## src/rtl/rt_pkg.sv

```systemverilog
package rt_pkg;
  localparam int DIV_W   = 8;
  localparam int PPL_W   = 7;
  localparam int LPP_W   = 11;
  localparam int SYNC_W  = 6;
  localparam int PORCH_W = 8;
  localparam int PX_UNIT_LOG2 = 4;
  // widest line: 64 + 256 + 2048 + 256 = 2624 -> 12 bits
  localparam int CNT_W   = 12;
endpackage

```

## src/rtl/rt_clkdiv.sv

```systemverilog
module rt_clkdiv
  import rt_pkg::*;
(
  input  logic             clk_i,
  input  logic             rst_ni,
  input  logic             run_i,
  input  logic [DIV_W-1:0] div_i,
  input  logic             inv_i,
  output logic             tick_o,
  output logic             pclk_o
);
  logic [DIV_W-1:0] eff_div;
  logic [DIV_W-1:0] half_div;
  logic [DIV_W-1:0] cnt_q, cnt_d;
  logic             at_end;

  assign eff_div  = (div_i < DIV_W'(2)) ? DIV_W'(2) : div_i;
  assign half_div = eff_div >> 1;
  assign at_end   = (cnt_q == eff_div - DIV_W'(1));

  always_comb begin
    if (!run_i || at_end) cnt_d = '0;
    else                  cnt_d = cnt_q + DIV_W'(1);
  end

  always_ff @(posedge clk_i or negedge rst_ni) begin
    if (!rst_ni) cnt_q <= '0;
    else         cnt_q <= cnt_d;
  end

  assign tick_o = run_i & at_end;
  assign pclk_o = (run_i & (cnt_q >= half_div)) ^ inv_i;
endmodule

```

## src/rtl/rt_axis.sv

```systemverilog
module rt_axis
  import rt_pkg::*;
(
  input  logic             clk_i,
  input  logic             rst_ni,
  input  logic             clr_i,
  input  logic             step_i,
  input  logic [CNT_W-1:0] sync_len_i,
  input  logic [CNT_W-1:0] bp_len_i,
  input  logic [CNT_W-1:0] act_len_i,
  input  logic [CNT_W-1:0] fp_len_i,
  output logic             last_o,
  output logic             sync_o,
  output logic             act_o,
  output logic [CNT_W-1:0] pos_o
);
  logic [CNT_W-1:0] act_start, act_stop, total;
  logic [CNT_W-1:0] cnt_q, cnt_d;

  assign act_start = sync_len_i + bp_len_i;
  assign act_stop  = act_start + act_len_i;
  assign total     = act_stop + fp_len_i;

  assign last_o = (cnt_q == total - CNT_W'(1));
  assign sync_o = (cnt_q < sync_len_i);
  assign act_o  = (cnt_q >= act_start) && (cnt_q < act_stop);
  assign pos_o  = act_o ? (cnt_q - act_start) : '0;

  always_comb begin
    if (clr_i)                 cnt_d = '0;
    else if (step_i && last_o) cnt_d = '0;
    else if (step_i)           cnt_d = cnt_q + CNT_W'(1);
    else                       cnt_d = cnt_q;
  end

  always_ff @(posedge clk_i or negedge rst_ni) begin
    if (!rst_ni) cnt_q <= '0;
    else         cnt_q <= cnt_d;
  end
endmodule

```

## src/rtl/raster_timing_gen.sv

```systemverilog
module raster_timing_gen
  import rt_pkg::*;
#(
  parameter bit WIDE_PPL = 1'b1
) (
  input  logic               clk_i,
  input  logic               rst_ni,
  input  logic               raster_en_i,
  input  logic [DIV_W-1:0]   pix_div_i,
  input  logic [PPL_W-1:0]   ppl_code_i,
  input  logic [LPP_W-1:0]   lpp_code_i,
  input  logic [SYNC_W-1:0]  hsw_code_i,
  input  logic [PORCH_W-1:0] hbp_code_i,
  input  logic [PORCH_W-1:0] hfp_code_i,
  input  logic [SYNC_W-1:0]  vsw_code_i,
  input  logic [PORCH_W-1:0] vbp_code_i,
  input  logic [PORCH_W-1:0] vfp_code_i,
  input  logic               inv_pclk_i,
  input  logic               inv_hs_i,
  input  logic               inv_vs_i,
  output logic               pclk_o,
  output logic               pix_ce_o,
  output logic               hsync_o,
  output logic               vsync_o,
  output logic               de_o,
  output logic [CNT_W-1:0]   x_o,
  output logic [CNT_W-1:0]   y_o,
  output logic               eof_o
);
  localparam logic [CNT_W-1:0] ONE = CNT_W'(1);

  // reset: asserted asynchronously, released through two flops
  logic [1:0] rst_sync_q;
  logic       rst_n_int;
  always_ff @(posedge clk_i or negedge rst_ni) begin
    if (!rst_ni) rst_sync_q <= '0;
    else         rst_sync_q <= {rst_sync_q[0], 1'b1};
  end
  assign rst_n_int = rst_sync_q[1];

  // width variant
  logic [PPL_W-1:0] ppl_used;
  generate
    if (WIDE_PPL) begin : g_wide_ppl
      assign ppl_used = ppl_code_i;
    end else begin : g_narrow_ppl
      assign ppl_used = {1'b0, ppl_code_i[PPL_W-2:0]};
    end
  endgenerate

  // decoded lengths
  logic [CNT_W-1:0] h_sync_len, h_bp_len, h_act_len, h_fp_len;
  logic [CNT_W-1:0] v_sync_len, v_bp_len, v_act_len, v_fp_len;

  assign h_sync_len = CNT_W'(hsw_code_i) + ONE;
  assign h_bp_len   = CNT_W'(hbp_code_i) + ONE;
  assign h_act_len  = (CNT_W'(ppl_used) + ONE) << PX_UNIT_LOG2;
  assign h_fp_len   = CNT_W'(hfp_code_i) + ONE;
  assign v_sync_len = CNT_W'(vsw_code_i) + ONE;
  assign v_bp_len   = CNT_W'(vbp_code_i) + ONE;
  assign v_act_len  = CNT_W'(lpp_code_i) + ONE;
  assign v_fp_len   = CNT_W'(vfp_code_i) + ONE;

  // run control
  logic run_q, run_d;
  logic tick;
  logic h_last, h_sync, h_act;
  logic v_last, v_sync, v_act;
  logic [CNT_W-1:0] h_pos, v_pos;
  logic line_wrap, frame_end, last_act_line;
  logic eof_q, eof_d;

  rt_clkdiv u_div (
    .clk_i  (clk_i),
    .rst_ni (rst_n_int),
    .run_i  (run_q),
    .div_i  (pix_div_i),
    .inv_i  (inv_pclk_i),
    .tick_o (tick),
    .pclk_o (pclk_o)
  );

  rt_axis u_h (
    .clk_i      (clk_i),
    .rst_ni     (rst_n_int),
    .clr_i      (~run_q),
    .step_i     (tick),
    .sync_len_i (h_sync_len),
    .bp_len_i   (h_bp_len),
    .act_len_i  (h_act_len),
    .fp_len_i   (h_fp_len),
    .last_o     (h_last),
    .sync_o     (h_sync),
    .act_o      (h_act),
    .pos_o      (h_pos)
  );

  assign line_wrap = tick & h_last;

  rt_axis u_v (
    .clk_i      (clk_i),
    .rst_ni     (rst_n_int),
    .clr_i      (~run_q),
    .step_i     (line_wrap),
    .sync_len_i (v_sync_len),
    .bp_len_i   (v_bp_len),
    .act_len_i  (v_act_len),
    .fp_len_i   (v_fp_len),
    .last_o     (v_last),
    .sync_o     (v_sync),
    .act_o      (v_act),
    .pos_o      (v_pos)
  );

  assign frame_end     = line_wrap & v_last;
  assign last_act_line = v_act && (v_pos == v_act_len - ONE);

  always_comb begin
    if (!run_q) run_d = raster_en_i;
    else        run_d = !(frame_end && !raster_en_i);
    eof_d = line_wrap & last_act_line;
  end

  always_ff @(posedge clk_i or negedge rst_n_int) begin
    if (!rst_n_int) begin
      run_q <= 1'b0;
      eof_q <= 1'b0;
    end else begin
      run_q <= run_d;
      eof_q <= eof_d;
    end
  end

  assign pix_ce_o = tick;
  assign hsync_o  = (run_q & h_sync) ^ inv_hs_i;
  assign vsync_o  = (run_q & v_sync) ^ inv_vs_i;
  assign de_o     = run_q & h_act & v_act;
  assign x_o      = de_o ? h_pos : '0;
  assign y_o      = de_o ? v_pos : '0;
  assign eof_o    = eof_q;
endmodule

```

## config.mk

```make
export PLATFORM = sky130hd
export DESIGN_NAME = raster_timing_gen
export DESIGN_NICKNAME = d
export VERILOG_FILES = /design/src/rtl/rt_pkg.sv /design/src/rtl/rt_clkdiv.sv /design/src/rtl/rt_axis.sv /design/src/rtl/raster_timing_gen.sv
export SDC_FILE = /design/constraint.sdc
export NUM_CORES = 1
export LEC_CHECK = 0
export BUFFER_PORTS_ARGS = -buffer_cell sky130_fd_sc_hd__buf_2
export CORE_MARGIN = 2
export CORE_UTILIZATION = 42
export DETAILED_ROUTE_END_ITERATION = 10
export SLEW_MARGIN = 30
export SYNTH_ARGS = -nofsm -noshare
export SYNTH_HDL_FRONTEND = slang
export SYNTH_HIERARCHICAL = 1
export SYNTH_SLANG_ARGS = --single-unit
```

## constraint.sdc

```tcl
create_clock -name clk_i -period 14.4 [get_ports clk_i]
set_clock_uncertainty 0.05 [all_clocks]
set_input_delay 0.72 -clock clk_i [delete_from_list [all_inputs] [get_ports clk_i]]
set_output_delay 0.72 -clock clk_i [all_outputs]
set_load 0.05 [all_outputs]
```

==> summary.md <==
| Metric | Value |
|---|---|
| Vias in the first global route | `8432` |
| Post-synthesis compound-gate area fraction | `20.0%` |
| Post-CTS sizing | `0` |
| Clk buf depth | `2` |
| Max Used Layer | `met4` |
| Post-synthesis xor/xnor area fraction | `16.6%` |
| Pwr Total | `1.36 mW` |
| # DRC | `0` |
| Synth unique cells | `96` |
| Worst Tran Pin Value | `938 ps` |
| Mapped Area | `9920 sq um` |
| Hpwl dp | `22400 um` |
| First-pass GRT wire length | `42400 um` |
| Status | `finished clean` |
| 1st-iter DRT viols | `440` |
| Max incr delay on CP | `720 ps` |
| Post-synthesis mux area share | `1.24%` |
| Num ports | `106` |
| Hold-fix buffers, CTS | `0` |
| Clock buffer count from CTS | `5` |
| Placer Congestion | `0.895` |
| Row count | `56` |
| Max-cap violation count | `0` |
| Crit path time final | `7940 ps` |
| Clk pin slew, worst setup/hold paths | `50 ps` |
| Setup bufs post-CTS | `0` |
| Top delay family on crit path | `compound AO/OA/AOI/OAI gates` |
| PwrDens | `123 nW/um^2` |
| Sink Count | `36` |
| CP Class | `primary input to flop` |
| P&R area growth vs syn | `11.5%` |
| Asr flop ratio synth | `100%` |
| Detailed Route WL | `26600 um` |
| Largest cells by area after synthesis | `ha_1 21%, dfrtp_1 9.1%, xnor2_1 8.6%` |
| Nets@finish | `1688` |
| H-tree Lvls | `2` |
| Worst-case reg-to-reg path depth | `17` |
| Setup violators final | `0` |
| Post-synthesis average cell area | `7.64 sq um` |
| Post-Synth Simple-Gate Area | `22.9%` |
| Critical path's slowest cell | `a2111oi_1` |
| Vias/cell | `5.30` |
| DR WL/cell | `15.1 um` |
| PortBufs | `105` |
| Total GRT Usage | `21.1%` |
| Largest net degree at the start of global routing | `35` |
| Post-layout instance area | `11100 sq um` |
| Fin crit share | `55.1%` |
| Max Slew Vio Count | `0` |
| Share of post-route cells with drive strength above 1 | `12.3%` |
| Post-Place Cells | `1747` |
| Rel. slew slack | `37.4%` |
| Final core occ | `47.4%` |
| Die W | `158 um` |
| CP arrival | `7990 ps` |
| #FFs+latches synth | `36` |
| Total congestion overflow | `0` |
| Area of the die | `24900 sq um` |
| M1 wire length | `13600 um` |
| Pre-antenna DRT Iters | `5` |
| Top-area cell type share of the netlist area | `21.3%` |
| CTS tree | `yes` |
| Unrepaired setup endpoints after global routing | `no` |
| Starting Density | `42.5%` |
| YS warnings | `6` |
| CP Capture Type | `flop` |
| Buffers & Inverters on Critical Path | `2` |
| Most used cell, CP | `ha_1` |
| Sequential fraction of the synthesis area | `9.08%` |
| Largest family of logic cells by synthesized area | `adder cells` |
| Final TNS setup | `0 ps` |
| Clock Latency Late Sink | `270 ps` |
| ANT nets after route | `0` |
| Placed Area | `10900 sq um` |
| Final non-filler cell total | `1755` |
| Fmax | `126 MHz` |
| EDFF count, synth | `0` |
| Antenna violations before repair | `1` |
| Crit path max fanout | `9` |
| RR Endpoint | `eof_o$_DFF_PN0_` |
| Crit path depth | `33` |
| Type of the worst min-delay path | `primary input to async pin` |
| Clk root buf | `clkbuf_16` |
| Synth Area in Adders | `23.0%` |
| WL met3 | `874 um` |
| Top_reg_cell synth | `dfrtp_1` |
| Synth Instances | `1298` |
| WL met2 | `11900 um` |
| Startpoint Class | `primary input` |
| Register-to-Register Setup Slack | `9460 ps` |
| Pleak | `5.60 nW` |
| Req. time, crit path | `14450 ps` |
| Final Hold Viols | `0` |
| Die height | `158 um` |
| Area of the core | `23300 sq um` |
| Dominant cell type by area after synthesis | `ha_1` |
| Worst r2r src | `u_v/cnt_q[0]$_DFFE_PN0P_` |
| VDD IR-drop max | `0.0580 mV` |
| Ant diodes | `0` |
| DR vias | `9294` |
[power breakdown]
group	leakage [nW]	switching, mW	internal [mW]
clock	0.0712	0.0383	0.0690
sequential	0.474	0.0258	0.114
combinational	5.06	0.609	0.499
[metrics by stage]
step / setup WS, ps / hold WS (ps)
floorplan: 7560 / 281
global placement: 6160 / 260
detailed placement: 6160 / 262
CTS: 6420 / 167
global route: 5920 / 169
finish: 6460 / 173
[routing by layer]
layer | up-vias | GRT usage [%]
li1 | 4786 | -
met1 | 4330 | 31.9
met2 | 165 | 34.1
met3 | 13 | 0.849
met4 | 0 | 2.81
met5 | - | 0
[cell usage after synthesis, types with 4 or more instances]
master    instances
o21ai_0          44
mux2_2            5
o211ai_1         13
nand4_1          20
nor3_1           28
and2_1           29
fa_1              8
o21ai_1           9
a21o_1           31
o21bai_1          4
nand2b_1         21
buf_6             4
a21boi_0          7
or3_1             5
xor2_1           78
a311oi_1          5
nand3b_1          5
ha_1            169
dfrtp_1          36
nor2_1          109
a211oi_1         13
inv_1           160
nor4_1            9
nand3_1          48
a31oi_1           5
nor2b_1          19
xnor2_1          97
nand2_1          71
a21oi_1          78
or2_2            10
and3_1           35
clkbuf_1          5
and4_1            4
o21a_1           17
[sequential cells by signal, summed over array words and instances (netlist names)]
name,count
eof_o,1
run_q,1
rst_sync_q,2
u_div/cnt_q,8
u_v/cnt_q,12
u_h/cnt_q,12
[cell type report]
| cell class | instances | area, sq um |
|---|---|---|
| Fill cell | 2443 | 12300 |
| Multi-Input combinational cell | 1125 | 8470 |
| Sequential cell | 36 | 901 |
| Inverter | 161 | 604 |
| Timing Repair Buffer | 106 | 533 |
| Tap cell | 319 | 399 |
| Clock buffer | 8 | 146 |
[logic make-up (layout without fill, tap and decap cells)]
logic type,count (synthesis),in the layout
AND/OR/NAND/NOR,434,434
flip-flops,36,36
XOR/XNOR,181,181
AO/OA/AOI/OAI,282,282
multiplexers,10,10
buffers and inverters,175,275
adder cells (fa/ha/maj),178,178
other,2,40
[worst max path at each step]
stage / to / slack, ps / start
after floorplan: x_o[10] / 7560 / vsw_code_i[0]
after global placement: eof_o$_DFF_PN0_ / 6160 / hsw_code_i[0]
after detailed placement: eof_o$_DFF_PN0_ / 6160 / hsw_code_i[0]
after CTS: eof_o$_DFF_PN0_ / 6420 / hsw_code_i[0]
after global routing: eof_o$_DFF_PN0_ / 5920 / hsw_code_i[0]
final: eof_o$_DFF_PN0_ / 6460 / hsw_code_i[0]
[layout by cell type, fill, tap and decap left out, drive strengths merged, types with 8 or more instances in the layout]
cell type / instances
nand2: 71
a21oi: 79
ha: 169
nor3: 29
nand2b: 21
nor2b: 19
buf: 106
and2: 29
clkbuf: 8
xor2: 79
o21ai: 55
nand4: 20
nor4: 13
a21o: 34
or3: 8
and3: 36
xnor2: 100
inv: 161
dfrtp: 36
nand3: 48
fa: 8
or2: 10
o211ai: 15
a211oi: 15
nor2: 109
conb: 40
o21a: 17
Note: power is estimated with default switching activity, not from simulation.
